--- config.mk ---
export PLATFORM = sky130hd
export DESIGN_NAME = hmb_top
export DESIGN_NICKNAME = d
export VERILOG_FILES = /design/src/rtl/hmb_pkg.sv /design/src/rtl/hmb_pack.sv /design/src/rtl/hmb_lat.sv /design/src/rtl/hmb_seq.sv /design/src/rtl/hmb_top.sv
export SDC_FILE = /design/constraint.sdc
export NUM_CORES = 1
export LEC_CHECK = 0
export ABC_AREA = 1
export ABC_CLOCK_PERIOD_IN_PS = 1500
export BUFFER_PORTS_ARGS = -buffer_cell sky130_fd_sc_hd__buf_2
export CORE_UTILIZATION = 51
export DETAILED_ROUTE_END_ITERATION = 10
export HOLD_SLACK_MARGIN = 0.02
export PLACE_DENSITY = 0.8
export SLEW_MARGIN = 20
export SYNTH_ARGS = -nofsm -noshare
export SYNTH_HDL_FRONTEND = slang
export SYNTH_SLANG_ARGS = --single-unit
--- constraint.sdc ---
create_clock -name clk -period 1.5 [get_ports clk]
set_input_delay 0.375 -clock clk [delete_from_list [all_inputs] [get_ports clk]]
set_output_delay 0.375 -clock clk [all_outputs]
set_load 0.02 [all_outputs]
--- src/rtl/hmb_pkg.sv ---
package hmb_pkg;
  typedef enum logic [2:0] {
    ST_IDLE,
    ST_ACQ,
    ST_ACC,
    ST_WAIT,
    ST_RESP
  } hmb_state_e;
endpackage

--- src/rtl/hmb_pack.sv ---
module hmb_pack #(
  parameter int HOST_W = 32,
  parameter int MEM_W  = 36,
  parameter int ADDR_W = 10
) (
  input  logic              clk,
  input  logic              rst_n,
  input  logic              take,
  input  logic              wide,
  input  logic              we,
  input  logic [ADDR_W-1:0] addr,
  input  logic [HOST_W-1:0] wdata,
  input  logic              cap,
  input  logic [MEM_W-1:0]  mem_rdata,
  output logic              need_mem,
  output logic [ADDR_W-1:0] word_addr,
  output logic [MEM_W-1:0]  word_wdata,
  output logic [HOST_W-1:0] beat_rdata
);
  localparam int EXT_W = MEM_W - HOST_W;
  localparam int PAD_W = HOST_W - EXT_W;

  logic              phase_q;
  logic              wide_q;
  logic [EXT_W-1:0]  hi_q;
  logic [ADDR_W-1:0] pair_addr_q;
  logic [ADDR_W-1:0] addr_q;
  logic [HOST_W-1:0] wdata_q;
  logic [HOST_W-1:0] low_q;
  logic [HOST_W-1:0] rdata_q;

  // a beat needs the SRAM unless it is the nibble half of a write or
  // the low half of a read already fetched
  assign need_mem = !wide || (we ? phase_q : !phase_q);

  always_ff @(posedge clk) begin
    if (!rst_n) begin
      phase_q     <= 1'b0;
      wide_q      <= 1'b0;
      hi_q        <= '0;
      pair_addr_q <= '0;
      addr_q      <= '0;
      wdata_q     <= '0;
      low_q       <= '0;
      rdata_q     <= '0;
    end else if (take) begin
      wide_q  <= wide;
      wdata_q <= wdata;
      phase_q <= wide & ~phase_q;
      if (wide && !phase_q) begin
        pair_addr_q <= addr;
        if (we) hi_q <= wdata[EXT_W-1:0];
      end
      addr_q  <= (wide && phase_q) ? pair_addr_q : addr;
      rdata_q <= (wide && phase_q && !we) ? low_q : '0;
    end else if (cap) begin
      low_q   <= mem_rdata[HOST_W-1:0];
      rdata_q <= wide_q ? {{PAD_W{1'b0}}, mem_rdata[MEM_W-1:HOST_W]}
                        : mem_rdata[HOST_W-1:0];
    end
  end

  assign word_addr  = addr_q;
  assign word_wdata = wide_q ? {hi_q, wdata_q} : {{EXT_W{1'b0}}, wdata_q};
  assign beat_rdata = rdata_q;
endmodule

--- src/rtl/hmb_lat.sv ---
module hmb_lat #(
  parameter int FLOW_LAT = 1,
  parameter int PIPE_ADD = 1
) (
  input  logic clk,
  input  logic rst_n,
  input  logic start,
  input  logic pipe,
  output logic fire
);
  localparam int MAX_LAT = FLOW_LAT + PIPE_ADD;
  localparam int CNT_W   = $clog2(MAX_LAT + 1);

  logic [CNT_W-1:0] cnt_q;

  always_ff @(posedge clk) begin
    if (!rst_n)              cnt_q <= '0;
    else if (start)          cnt_q <= pipe ? CNT_W'(MAX_LAT) : CNT_W'(FLOW_LAT);
    else if (cnt_q != '0)    cnt_q <= cnt_q - CNT_W'(1);
  end

  assign fire = (cnt_q == CNT_W'(1));

  AST_LAT_IDLE_START: assert property (@(posedge clk) disable iff (!rst_n)
    start |-> cnt_q == '0);
endmodule

--- src/rtl/hmb_seq.sv ---
module hmb_seq
  import hmb_pkg::*;
(
  input  logic clk,
  input  logic rst_n,
  input  logic req_valid,
  input  logic req_we,
  input  logic cfg_preempt,
  input  logic cfg_pipelined,
  input  logic need_mem,
  input  logic clk_stopped,
  input  logic lat_fire,
  input  logic rsp_ready,
  output logic req_ready,
  output logic take,
  output logic clk_stop_req,
  output logic mem_sel,
  output logic mem_en,
  output logic mem_we,
  output logic lat_start,
  output logic lat_pipe,
  output logic cap,
  output logic rsp_valid
);
  hmb_state_e state_q, state_d;
  logic pre_q, we_q, pipe_q;

  always_comb begin
    state_d      = state_q;
    req_ready    = 1'b0;
    take         = 1'b0;
    clk_stop_req = 1'b0;
    mem_sel      = 1'b0;
    mem_en       = 1'b0;
    lat_start    = 1'b0;
    cap          = 1'b0;
    rsp_valid    = 1'b0;
    unique case (state_q)
      ST_IDLE: begin
        req_ready = 1'b1;
        take      = req_valid;
        if (req_valid) state_d = need_mem ? ST_ACQ : ST_RESP;
      end
      ST_ACQ: begin
        clk_stop_req = pre_q;
        if (!pre_q || clk_stopped) state_d = ST_ACC;
      end
      ST_ACC: begin
        clk_stop_req = pre_q;
        mem_sel      = 1'b1;
        mem_en       = 1'b1;
        lat_start    = !we_q;
        state_d      = we_q ? ST_RESP : ST_WAIT;
      end
      ST_WAIT: begin
        clk_stop_req = pre_q;
        mem_sel      = 1'b1;
        cap          = lat_fire;
        if (lat_fire) state_d = ST_RESP;
      end
      ST_RESP: begin
        rsp_valid = 1'b1;
        if (rsp_ready) state_d = ST_IDLE;
      end
      default: state_d = ST_IDLE;
    endcase
  end

  always_ff @(posedge clk) begin
    if (!rst_n) begin
      state_q <= ST_IDLE;
      pre_q   <= 1'b0;
      we_q    <= 1'b0;
      pipe_q  <= 1'b0;
    end else begin
      state_q <= state_d;
      if (take) begin
        pre_q  <= cfg_preempt;
        we_q   <= req_we;
        pipe_q <= cfg_pipelined;
      end
    end
  end

  assign mem_we   = mem_en & we_q;
  assign lat_pipe = pipe_q;

  AST_OWN_AFTER_STOP: assert property (@(posedge clk) disable iff (!rst_n)
    (mem_en && pre_q) |-> clk_stopped);
  AST_NP_NO_STOP: assert property (@(posedge clk) disable iff (!rst_n)
    (mem_sel && !pre_q) |-> !clk_stop_req);
endmodule

--- src/rtl/hmb_top.sv ---
module hmb_top #(
  parameter int HOST_W   = 32,
  parameter int MEM_W    = 36,
  parameter int ADDR_W   = 10,
  parameter int FLOW_LAT = 1,
  parameter int PIPE_ADD = 1
) (
  input  logic              clk,
  input  logic              rst_n,
  input  logic              cfg_wide,
  input  logic              cfg_preempt,
  input  logic              cfg_pipelined,
  input  logic              req_valid,
  output logic              req_ready,
  input  logic              req_we,
  input  logic [ADDR_W-1:0] req_addr,
  input  logic [HOST_W-1:0] req_wdata,
  output logic              rsp_valid,
  input  logic              rsp_ready,
  output logic [HOST_W-1:0] rsp_rdata,
  output logic              clk_stop_req,
  input  logic              clk_stopped,
  output logic              mem_sel,
  output logic              mem_en,
  output logic              mem_we,
  output logic [ADDR_W-1:0] mem_addr,
  output logic [MEM_W-1:0]  mem_wdata,
  input  logic [MEM_W-1:0]  mem_rdata
);
  logic take, need_mem, lat_start, lat_pipe, lat_fire, cap;

  hmb_seq u_seq (
    .clk(clk), .rst_n(rst_n), .req_valid(req_valid), .req_we(req_we),
    .cfg_preempt(cfg_preempt), .cfg_pipelined(cfg_pipelined),
    .need_mem(need_mem), .clk_stopped(clk_stopped), .lat_fire(lat_fire),
    .rsp_ready(rsp_ready), .req_ready(req_ready), .take(take),
    .clk_stop_req(clk_stop_req), .mem_sel(mem_sel), .mem_en(mem_en),
    .mem_we(mem_we), .lat_start(lat_start), .lat_pipe(lat_pipe),
    .cap(cap), .rsp_valid(rsp_valid)
  );

  hmb_pack #(.HOST_W(HOST_W), .MEM_W(MEM_W), .ADDR_W(ADDR_W)) u_pack (
    .clk(clk), .rst_n(rst_n), .take(take), .wide(cfg_wide), .we(req_we),
    .addr(req_addr), .wdata(req_wdata), .cap(cap), .mem_rdata(mem_rdata),
    .need_mem(need_mem), .word_addr(mem_addr), .word_wdata(mem_wdata),
    .beat_rdata(rsp_rdata)
  );

  hmb_lat #(.FLOW_LAT(FLOW_LAT), .PIPE_ADD(PIPE_ADD)) u_lat (
    .clk(clk), .rst_n(rst_n), .start(lat_start), .pipe(lat_pipe),
    .fire(lat_fire)
  );

  AST_RSP_STABLE: assert property (@(posedge clk) disable iff (!rst_n)
    (rsp_valid && !rsp_ready) |=> (rsp_valid && $stable(rsp_rdata)));
  AST_EN_OWNED: assert property (@(posedge clk) disable iff (!rst_n)
    mem_en |-> mem_sel);
endmodule

==> metrics.md, run 1 <==
| Metric | Value |
|---|---|
| Max Freq | `0.571 GHz` |
| Lkg Pwr | `3.69 nW` |
| Clk sink count | `130` |
| 1st-pass router iterations | `5` |
| Final Instance Area | `7520 um2` |
| Initial antenna violation count | `0` |
| Post-Synthesis Net Count | `838` |
| Critical Path Source Type | `flop` |
| Critical path type | `flop to primary output` |
| Min-delay src | `req_addr[0]` |
| Via density | `5.01` |
| Initial Util | `0.534` |
| Layout cells sized above 1 | `0.333` |
| Syn avg cell area | `7.07 um2` |
| Inserted Clock Buffers | `17` |
| Net Switching | `0.00342 W` |
| Worst path most repeated cell | `buf_6` |
| Post-Place Cells | `1046` |
| Root Driver | `clkbuf_8` |
| GRT overflow | `0` |
| Crit. End Element | `primary output` |
| Buf/Inv on CP | `3` |
| PD cells | `1410 nW/um2` |
| Gr usage total | `0.256` |
| Die Ht | `104 um` |
| List of most frequent post-synthesis cells | `nand2_1, dfxtp_1, a21oi_1, nor2_1, inv_1` |
| Most common cell in the netlist | `nand2_1` |
| Max VDD drop | `1.21 mV` |
| Max Cap Viol | `0` |
| Final Non-Filler Cells | `1100` |
| Finish-stage setup viols | `47` |
| Sequential share of the synthesized area | `0.491` |
| Sw Ratio | `0.324` |
| Int Power | `0.00715 W` |
| Status | `complete, but fails checks` |
| Global-route wire length before repair | `22.7 mm` |
| CTS tree | `done` |
| Vias in the first global route | `4954` |
| Data arrival, critical path | `1380 ps` |
| Diode count | `0` |
| Die Area | `10800 um2` |
| Max FO, Critical Path | `4` |
| Detail Placement HPWL | `9.39 mm` |
| Final worst setup slack | `-251 ps` |
| Hold path endpoint | `u_pack.pair_addr_q[0]` |
| Setup TNS | `-3310 ps` |
| Worst endpoint required time | `1120 ps` |
| Worst r2r path cells | `11` |
| Max-slew headroom | `0.791` |
| Io pins | `171` |
| Skew final | `8.94 ps` |
| RSZ-0062 raised after global routing | `yes` |
| Final Hold Vio Count | `0` |
| Worst reg2reg setup slack | `-140 ps` |
| Crit-path leading delay family | `flip-flops` |
| Row count | `36` |
| Synthesized instance count | `749` |
| Area post-placement | `6440 um2` |
| Fillers | `756` |
| Hold WS | `86.1 ps` |
| Worst path max stage delay | `360 ps` |
| First DRT Iteration DRCs | `219` |
| Clock power share | `0.361` |
| Cts hold-fix bufs | `0` |
| Worst Hold Depth | `3` |
| Clock buffer depth | `2` |
| Most common flop cell mapped by yosys | `dfxtp_1` |
| Die Width | `104 um` |
| Fin. max-slew vios | `0` |
| Synth area leader | `dfxtp_1` |
| CP max stage cell | `dfxtp_4` |
| Final core utilization | `0.759` |
| Failing checks | `negative setup slack` |
| Combinational power share | `0.260` |
| Final ANT Viol Nets | `0` |
| Final Cycle Share | `1.17` |
| Final min period | `1750 ps` |
| DRT Wirelength | `15.0 mm` |
| Worst skew pair latency | `510 ps` |
| Hold WC Path Type | `primary input to flop` |
| Synth top area share | `0.491` |
| Via count | `5508` |
| Wire per inst | `13.6 um` |
| Layout area overhead | `41.9%` |
| Max H-tree Level | `4` |
| Reg-to-reg endpoint | `u_pack.beat_rdata[0]` |
| Worst-path clk slew | `60 ps` |
| DRC | `0` |
| Placer Congestion | `0.856` |
| Seq pwr share | `0.379` |
| Buffers on Ports | `170` |
| Post-synth EDFFs | `0` |
| Distinct cells, synth | `26` |
| Ys Warns | `0` |
| Synth area leaders | `dfxtp_1, nand2_1, a21oi_1` |
| Worst r2r src | `u_seq.state_q[0]` |
| Worst-Margin Slew | `313 ps` |
| Final #Nets | `1043` |
| CP Cell Sequence | `nor2_4 > buf_6 > nand2_2 > inv_2 > buf_6` |
| Yosys reg bits | `130` |
| Core area | `9910 um2` |
| Mapped Area | `5300 um2` |
| Largest net degree at the start of global routing | `40` |
| FFs w/ async S/R, synth | `0` |
metrics by stage:
step           worst slack (ps)  total power [W]
2_1_floorplan               144          0.00546
3_3_place_gp              -14.9          0.00623
3_5_place_dp              -86.0          0.00626
4_1_cts                    -282           0.0102
5_1_grt                    -302           0.0110
6_report                   -251           0.0106
tightest hold or removal path: cells and delay by family:
family                 cells  cell delay (ps)
buffers and inverters      1               90
and+or+nand+nor            2              100
registers in the layout (all words and copies together) (netlist names):
register            cells
u_pack.beat_rdata      32
u_pack.low_q           32
u_pack.wdata_q         32
u_pack.pair_addr_q     10
u_pack.word_addr       10
u_pack.hi_q             4
u_seq.state_q           3
u_lat.cnt_q             2
u_pack.phase_q          1
u_pack.wide_q           1
u_seq.lat_pipe          1
u_seq.pre_q             1
u_seq.we_q              1
repair_timing:
| action | 4_1_cts | 5_1_grt |
|---|---|---|
| gates resized for setup | 37 | 75 |
| buffers inserted | 4 | 12 |
| gates cloned | 0 | 6 |
| pin swaps | 4 | 16 |
| setup endpoints to repair | 24 | 63 |
kinds of logic after synthesis:
group,share of synthesized area
AO/OA/AOI/OAI,0.127
AND/OR/NAND/NOR,0.291
buffers and inverters,0.0848
adder cells (fa/ha/maj),0.00472
flip-flops,0.491
XOR/XNOR,0.00165
placed cells by master, fill, tap and decap left out, types with 16 or more instances in the layout:
master,instances
nand3_1,36
buf_2,160
buf_4,35
o21ai_1,16
o21ai_0,25
buf_6,22
nand2_1,244
inv_1,53
a21oi_1,74
nor2_1,55
dfxtp_1,125
clkbuf_16,18
per-layer routing:
layer	vias to the layer above	share of wire	GRT usage
li1	2777	-	-
met1	2534	0.42	0.325
met2	177	0.50	0.427
met4	0	0.013	0.0735
met3	20	0.066	0.0695
met5	-	0	0
worst max-delay path by stage:
stage                           startpoint               endpoint  slack (ps)  cells past startpoint
after global routing      u_seq.state_q[0]              req_ready        -300                      5
after global placement           req_valid  u_pack.beat_rdata[31]         -10                      9
after CTS                 u_seq.state_q[0]                 mem_we        -280                      5
final                     u_seq.state_q[0]              req_ready        -250                      5
after floorplan           u_seq.state_q[0]           clk_stop_req         140                      2
after detailed placement         req_valid   u_pack.beat_rdata[9]         -90                      9
power by group through the flow:
stage / sequential, W / combinational (W) / clock (W)
after global routing: 0.00405 / 0.00299 / 0.00401
after CTS: 0.00399 / 0.00238 / 0.00384
final: 0.00401 / 0.00275 / 0.00382
after global placement: 0.00404 / 0.00219 / 0
after floorplan: 0.00427 / 0.00119 / 0
after detailed placement: 0.00405 / 0.00222 / 0
layout make-up:
type,instances,area [um2],share of cell area
timing repair buffer,226,1500,0.200
multi-input combinational,514,2420,0.323
clock buffer,18,418,0.0556
clock inverter,14,131,0.0175
inverter,65,259,0.0345
tap,133,166,0.0221
sequential,130,2620,0.348
Power figures use the tool's default switching activity.
==> inputs of run 2 (changes only) <==
Settings changed: CORE_ASPECT_RATIO set to 0.6.
==> run 2 against run 1 <==
  * The run still ends with negative setup slack left
  * Cell area decreased by 3.8%
  * Cell count decreased by 2.1%
  * Sequential share of layout area increased by 1.4 points
  * Clock power increased by 18%
  * Sequential cell count unchanged
  * Worst setup slack improved by 83 ps
  * Clock-buffer cell count unchanged
  * Die area increased by 0.13%
  * Combinational power decreased by 11%
  * Non-clock buffer count decreased by 22
  * Largest cell class unchanged
==> metrics.md, run 2 (same netlist as run 1, synthesis figures left out) <==
| Metric | Value |
|---|---|
| Worst-path clk slew | `60 ps (about the same)` |
| Via density | `5.00 (about the same)` |
| Vias in the first global route | `4782 (-3.5%)` |
| Gr usage total | `0.264 (+0.00777)` |
| DRT Wirelength | `14.2 mm (-4.8%)` |
| Global-route wire length before repair | `22.5 mm (-0.82%)` |
| Final #Nets | `1019 (-2.3%)` |
| First DRT Iteration DRCs | `366 (+67%)` |
| Buffers on Ports | `170 (unchanged)` |
| Die Width | `134 um (+29%)` |
| Worst-Margin Slew | `273 ps (-39.7 ps)` |
| Die Ht | `80.9 um (-22%)` |
| Pre-CTS setup slack | `72.8 ps (+159 ps)` |
| Worst endpoint required time | `1120 ps (about the same)` |
| Diode count | `0 (unchanged)` |
| Worst skew pair latency | `400 ps (-110 ps)` |
| 1st-pass router iterations | `5 (unchanged)` |
| Max FO, Critical Path | `5 (+1)` |
| Final Cycle Share | `1.11 (-0.0552)` |
| Finish-stage setup viols | `6 (-87%)` |
| Io pins | `171 (unchanged)` |
| Fillers | `790 (+4.5%)` |
| Int Power | `0.00773 W (+8.0%)` |
| Largest net degree at the start of global routing | `61 (+53%)` |
| Final Hold Vio Count | `0 (unchanged)` |
| Row count | `28 (-22%)` |
| Root Driver | `clkbuf_16` |
| Clock buffer depth | `2 (unchanged)` |
| Skew final | `8.30 ps (-0.638 ps)` |
| Design Power | `0.0110 W (+3.7%)` |
| Min-delay src | `req_addr[2]` |
| Final worst setup slack | `-168 ps (+82.8 ps)` |
| Final ANT Viol Nets | `0 (unchanged)` |
| Hold WS | `213 ps (+127 ps)` |
| Commonest non-fill, non-tap cell in the layout | `nand2_1` |
| Lkg Pwr | `3.56 nW (-3.6%)` |
| CP Cell Sequence | `buf_6 > nor2_4 > nand2_4 > nor2_4 > buf_6` |
| Max Cap Viol | `0 (unchanged)` |
| Crit. End Element | `primary output` |
| Worst r2r src | `u_seq.state_q[1]` |
| Hold path endpoint | `u_pack.pair_addr_q[2]` |
| Max H-tree Level | `4 (unchanged)` |
| CTS tree | `done` |
| Critical path type | `flop to primary output` |
| Max-slew headroom | `0.818 (+0.0262)` |
| Inserted Clock Buffers | `17 (unchanged)` |
| Combinational power share | `0.224 (-0.036)` |
| Layout area overhead | `36.5%` |
| GRT overflow | `0 (unchanged)` |
| Worst path max stage delay | `370 ps (about the same)` |
| Failing checks | `negative setup slack` |
| Seq pwr share | `0.365 (-0.014)` |
| Max VDD drop | `1.13 mV (-6.3%)` |
| Final core utilization | `0.724 (-0.0347)` |
| Max Freq | `0.599 GHz (+5.0%)` |
| Die Area | `10800 um2 (+0.13%)` |
| Wire per inst | `13.2 um (-2.7%)` |
| RSZ-0062 raised after global routing | `yes` |
| Clock power share | `0.411 (+0.050)` |
| Cts hold-fix bufs | `0 (unchanged)` |
| Core area | `9980 um2 (+0.76%)` |
| Reg-to-reg endpoint | `u_pack.beat_rdata[30]` |
| Net Switching | `0.00324 W (-5.3%)` |
| CP max stage cell | `dfxtp_4` |
| Worst Hold Depth | `3 (unchanged)` |
| Final min period | `1670 ps (-82.8 ps)` |
| Placer Congestion | `0.837 (-2.2%)` |
| Worst r2r path cells | `8 (-3)` |
| Critical Path Source Type | `flop` |
| Hold WC Path Type | `primary input to flop` |
| Sw Ratio | `0.295 (-0.0281)` |
| Detail Placement HPWL | `9.61 mm (+2.3%)` |
| DRC | `0 (unchanged)` |
| Most frequent cells in the layout | `nand2_1, buf_2, dfxtp_1` |
| Data arrival, critical path | `1290 ps (-90 ps)` |
| Layout cells sized above 1 | `0.283 (-0.0495)` |
| Clk sink count | `130 (unchanged)` |
| PD cells | `1520 nW/um2 (+7.9%)` |
| Via count | `5390 (-2.1%)` |
| Status | `complete, but fails checks` |
| Initial antenna violation count | `0 (unchanged)` |
| Initial Util | `0.530 (-0.00402)` |
| Worst reg2reg setup slack | `60 ps (+200 ps)` |
| Fin. max-slew vios | `0 (unchanged)` |
[run 2: cell count changes in the layout (fill, tap and decap cells not counted), moves of 6 or more]
cell / change
nor2_1: +8
nand3_2: -7
nand2_2: -11
nand3_1: +6
o21ai_0: +7
o21ai_1: -6
buf_4: -12
buf_6: -11
nand2_1: +12
[run 2: how the worst max path moves through the flow]
stage | startpoint | to | slack (ps) | depth (start not counted)
after floorplan | u_seq.state_q[0] | clk_stop_req | 140 | 2
after global placement | req_valid | u_pack.beat_rdata[15] | 110 | 7
after global routing | u_seq.state_q[0] | mem_we | -220 | 5
final | u_seq.state_q[0] | mem_we | -170 | 5
after detailed placement | u_lat.cnt_q[1] | u_pack.beat_rdata[28] | 70 | 8
after CTS | u_seq.state_q[0] | mem_we | -230 | 5
[run 2: critical path: cells and delay by family, from the launching register on]
kind | cells | cell delay, ps
flip-flops | 1 | 370
buffers and inverters | 2 | 250
AND/OR/NAND/NOR | 3 | 280
[run 2: layout make-up]
class	count	area, um2	area share
sequential	130	2620	0.362
multi-input combinational	512	2290	0.317
timing repair buffer	204	1250	0.174
clock buffer	18	439	0.0608
inverter	65	246	0.0341
clock inverter	13	209	0.0289
tap	135	169	0.0234
[run 2: metal layers]
layer	vias to the layer above	global-route usage	wire length [um]
li1	2721	-	-
met1	2443	0.362	6770
met2	211	0.410	6310
met3	15	0.0662	1020
met4	0	0.0852	145
met5	-	0	0
[run 2: per-stage QoR]
| stage | setup TNS (ps) | instances | cell area, um2 |
|---|---|---|---|
| final | -815 | 1077 | 7230 |
| after global routing | -1600 | 1077 | 7230 |
| after CTS | -1070 | 1072 | 7090 |
| after detailed placement | 0 | 1041 | 6420 |
| after floorplan | 0 | 749 | 5300 |
| after global placement | 0 | 1041 | 6420 |
[run 2: repair_timing]
item                                    4_1_cts  5_1_grt
pin swaps                                     0        5
endpoints found under the setup margin       10       42
setup buffers                                 0        5
resized for setup                            13       32
[run 2: power groups by stage]
| stage | registers, W | clock network (W) | logic, W |
|---|---|---|---|
| global placement | 0.00404 | 0 | 0.00220 |
| finish | 0.00400 | 0.00451 | 0.00246 |
| global route | 0.00404 | 0.00470 | 0.00270 |
| CTS | 0.00399 | 0.00455 | 0.00227 |
| floorplan | 0.00427 | 0 | 0.00119 |
| detailed placement | 0.00404 | 0 | 0.00222 |
==> inputs of run 3 (changes only) <==
Settings changed: SETUP_SLACK_MARGIN set to 0.2.
==> run 3 against run 2 <==
  * Hold slack worse by 35 ps
  * Combinational power rose by 84%
  * Clock power is essentially flat
  * Critical path depth decreased by 2
  * Cell count up 6.6%
  * Non-clock buffer count increased by 62
  * Worst setup slack worse by 520 ps
  * Die area unchanged
  * Register-to-register slack lost 660 ps
  * Sequential cell count unchanged
  * Sequential power up 5%
  * Clock skew rose by 9.1 ps
  * The run ends with design-rule violations, negative setup slack left
==> metrics.md, run 3 (same netlist as run 1, synthesis figures left out) <==
| Metric | Value |
|---|---|
| First DRT Iteration DRCs | `1670 (+360%)` |
| Skew final | `17.4 ps (+9.08 ps)` |
| Data arrival, critical path | `1820 ps (+530 ps)` |
| Min-delay src | `req_wdata[13]` |
| Worst Hold Depth | `3 (unchanged)` |
| Fin. max-slew vios | `0 (unchanged)` |
| RSZ-0062 raised after global routing | `yes` |
| Row count | `28 (unchanged)` |
| Met1 WL | `10.5 mm (+55%)` |
| Clk sink count | `130 (unchanged)` |
| Max Freq | `0.456 GHz (-24%)` |
| Failing checks | `design-rule violations, negative setup slack` |
| Clock buffer depth | `2 (unchanged)` |
| Vias in the first global route | `5798 (+21%)` |
| Max H-tree Level | `4 (unchanged)` |
| Cts hold-fix bufs | `0 (unchanged)` |
| CP startpoint | `u_seq.we_q` |
| DRC | `23 (+23)` |
| Die Area | `10800 um2 (unchanged)` |
| Worst r2r path cells | `4 (-4)` |
| Placer Congestion | `0.780 (-6.7%)` |
| Uppermost routed layer | `met5` |
| Status | `complete, but fails checks` |
| Die Width | `134 um (unchanged)` |
| Via count | `7804 (+45%)` |
| Final worst setup slack | `-691 ps (-523 ps)` |
| Final Non-Filler Cells | `1148 (+6.6%)` |
| Design Power | `0.0132 W (+21%)` |
| Io pins | `171 (unchanged)` |
| Largest net degree at the start of global routing | `55 (-9.8%)` |
| Final core utilization | `0.944 (+0.220)` |
| GRT overflow | `0 (unchanged)` |
| Detail Route met2 WL | `12.9 mm (+100%)` |
| Most frequent cells in the layout | `nand2_1, buf_2, dfxtp_1` |
| Worst r2r src | `u_seq.we_q` |
| Max FO, Critical Path | `4 (-1)` |
| Final ANT Viol Nets | `0 (unchanged)` |
| Crit. End Element | `primary output` |
| Worst endpoint required time | `1120 ps (about the same)` |
| Commonest non-fill, non-tap cell in the layout | `nand2_1` |
| Area post-placement | `6410 um2 (about the same)` |
| DRT Wirelength | `32.9 mm (+130%)` |
| Final Hold Vio Count | `0 (unchanged)` |
| Root Driver | `clkbuf_16` |
| Buffers on Ports | `170 (unchanged)` |
| Final Instance Area | `9430 um2 (+30%)` |
| Hold WC Path Type | `primary input to flop` |
| Final min period | `2190 ps (+523 ps)` |
| Max VDD drop | `1.26 mV (+11%)` |
| Inserted Clock Buffers | `17 (unchanged)` |
| Global-route wire length before repair | `29.0 mm (+29%)` |
| Finish-stage setup viols | `123 (+117)` |
| Metal3 WL | `5.66 mm (+460%)` |
| Wire per inst | `28.7 um (+120%)` |
| Critical Path Source Type | `flop` |
| Initial Util | `0.530 (unchanged)` |
| Via density | `6.80 (+36%)` |
| Max Cap Viol | `0 (unchanged)` |
| Pre-CTS setup slack | `-0.0412 ps (-72.8 ps)` |
| Layout area overhead | `78.0%` |
| Gr usage total | `0.348 (+0.0841)` |
| CTS tree | `done` |
| 1st-pass router iterations | `11 (+6)` |
| Final #Nets | `1081 (+6.1%)` |
| Worst-Margin Slew | `807 ps (+533 ps)` |
| Max-slew headroom | `0.459 (-0.359)` |
| Critical path type | `flop to primary output` |
| Layout cells sized above 1 | `0.544 (+0.261)` |
| Detail Placement HPWL | `9.67 mm (+0.63%)` |
| PD cells | `1410 nW/um2 (-7.4%)` |
| Core area | `9980 um2 (unchanged)` |
| Initial antenna violation count | `7 (+7)` |
| Worst skew pair latency | `440 ps (+40 ps)` |
| Final Cycle Share | `1.46 (+0.348)` |
| Worst-path clk slew | `60 ps (about the same)` |
| Post-Place Cells | `1039 (-0.19%)` |
| Die Ht | `80.9 um (unchanged)` |
| Lkg Pwr | `4.57 nW (+29%)` |
[run 3: cell count changes in the layout (fill, tap and decap cells not counted), moves of 21 or more]
cell / change
nand2_2: +30
buf_6: +38
nand3_1: -24
nand2_4: +50
buf_4: +65
dfxtp_2: +33
nand2_1: -80
a21oi_1: -41
nand3_2: +21
buf_2: -67
a21oi_2: +41
dfxtp_1: -35
[run 3: repair_timing]
item,4_1_cts,5_1_grt
setup buffers,30,21
setup endpoints to repair,158,200
cloned,12,6
gates resized for setup,171,324
pin swaps,24,68
endpoints found under the hold margin,0,0
[run 3: report_power, final]
part	internal (W)	switching (W)	total [W]
Sequential	0.00383	0.000376	0.00420
Clock	0.00270	0.00181	0.00451
Combinational	0.00193	0.00260	0.00453
[run 3: through the flow]
| step | setup TNS, ps | hold WS (ps) |
|---|---|---|
| 2_1_floorplan | 0 | 430 |
| 3_3_place_gp | 0 | 444 |
| 3_5_place_dp | -0.0412 | 448 |
| 4_1_cts | -1250 | 189 |
| 5_1_grt | -24770 | 190 |
| 6_report | -20930 | 178 |
[run 3: worst paths after layout]
| path | endpoint | slack (ps) |
|---|---|---|
| worst max-delay path | mem_we | -690 |
| worst max register to register | u_lat.cnt_q[0] | -600 |
| worst min-delay path | u_pack.wdata_q[13] | 180 |
| worst min register to register | u_pack.wdata_q[7] | 460 |
[run 3: critical path, stage by stage, from the launching register on]
cell and delay, ps:
dfxtp_1 600, inv_1 330, nor2_4 300, buf_6 150
[run 3: routing by layer]
layer / track usage / up-vias
met5: 0 / -
met4: 0.144 / 12
met3: 0.0868 / 431
met2: 0.578 / 961
met1: 0.439 / 3528
li1: - / 2872
[run 3: area by class of cell]
| type | instances | area [um2] |
|---|---|---|
| Inverter | 65 | 272 |
| Clock inverter | 13 | 159 |
| Fill cell | 276 | 559 |
| Timing Repair Buffer | 266 | 2460 |
| Sequential cell | 130 | 2660 |
| Antenna cell | 8 | 20.0 |
| Clock buffer | 19 | 453 |
| Tap cell | 135 | 169 |
| Multi-Input combinational cell | 512 | 3230 |
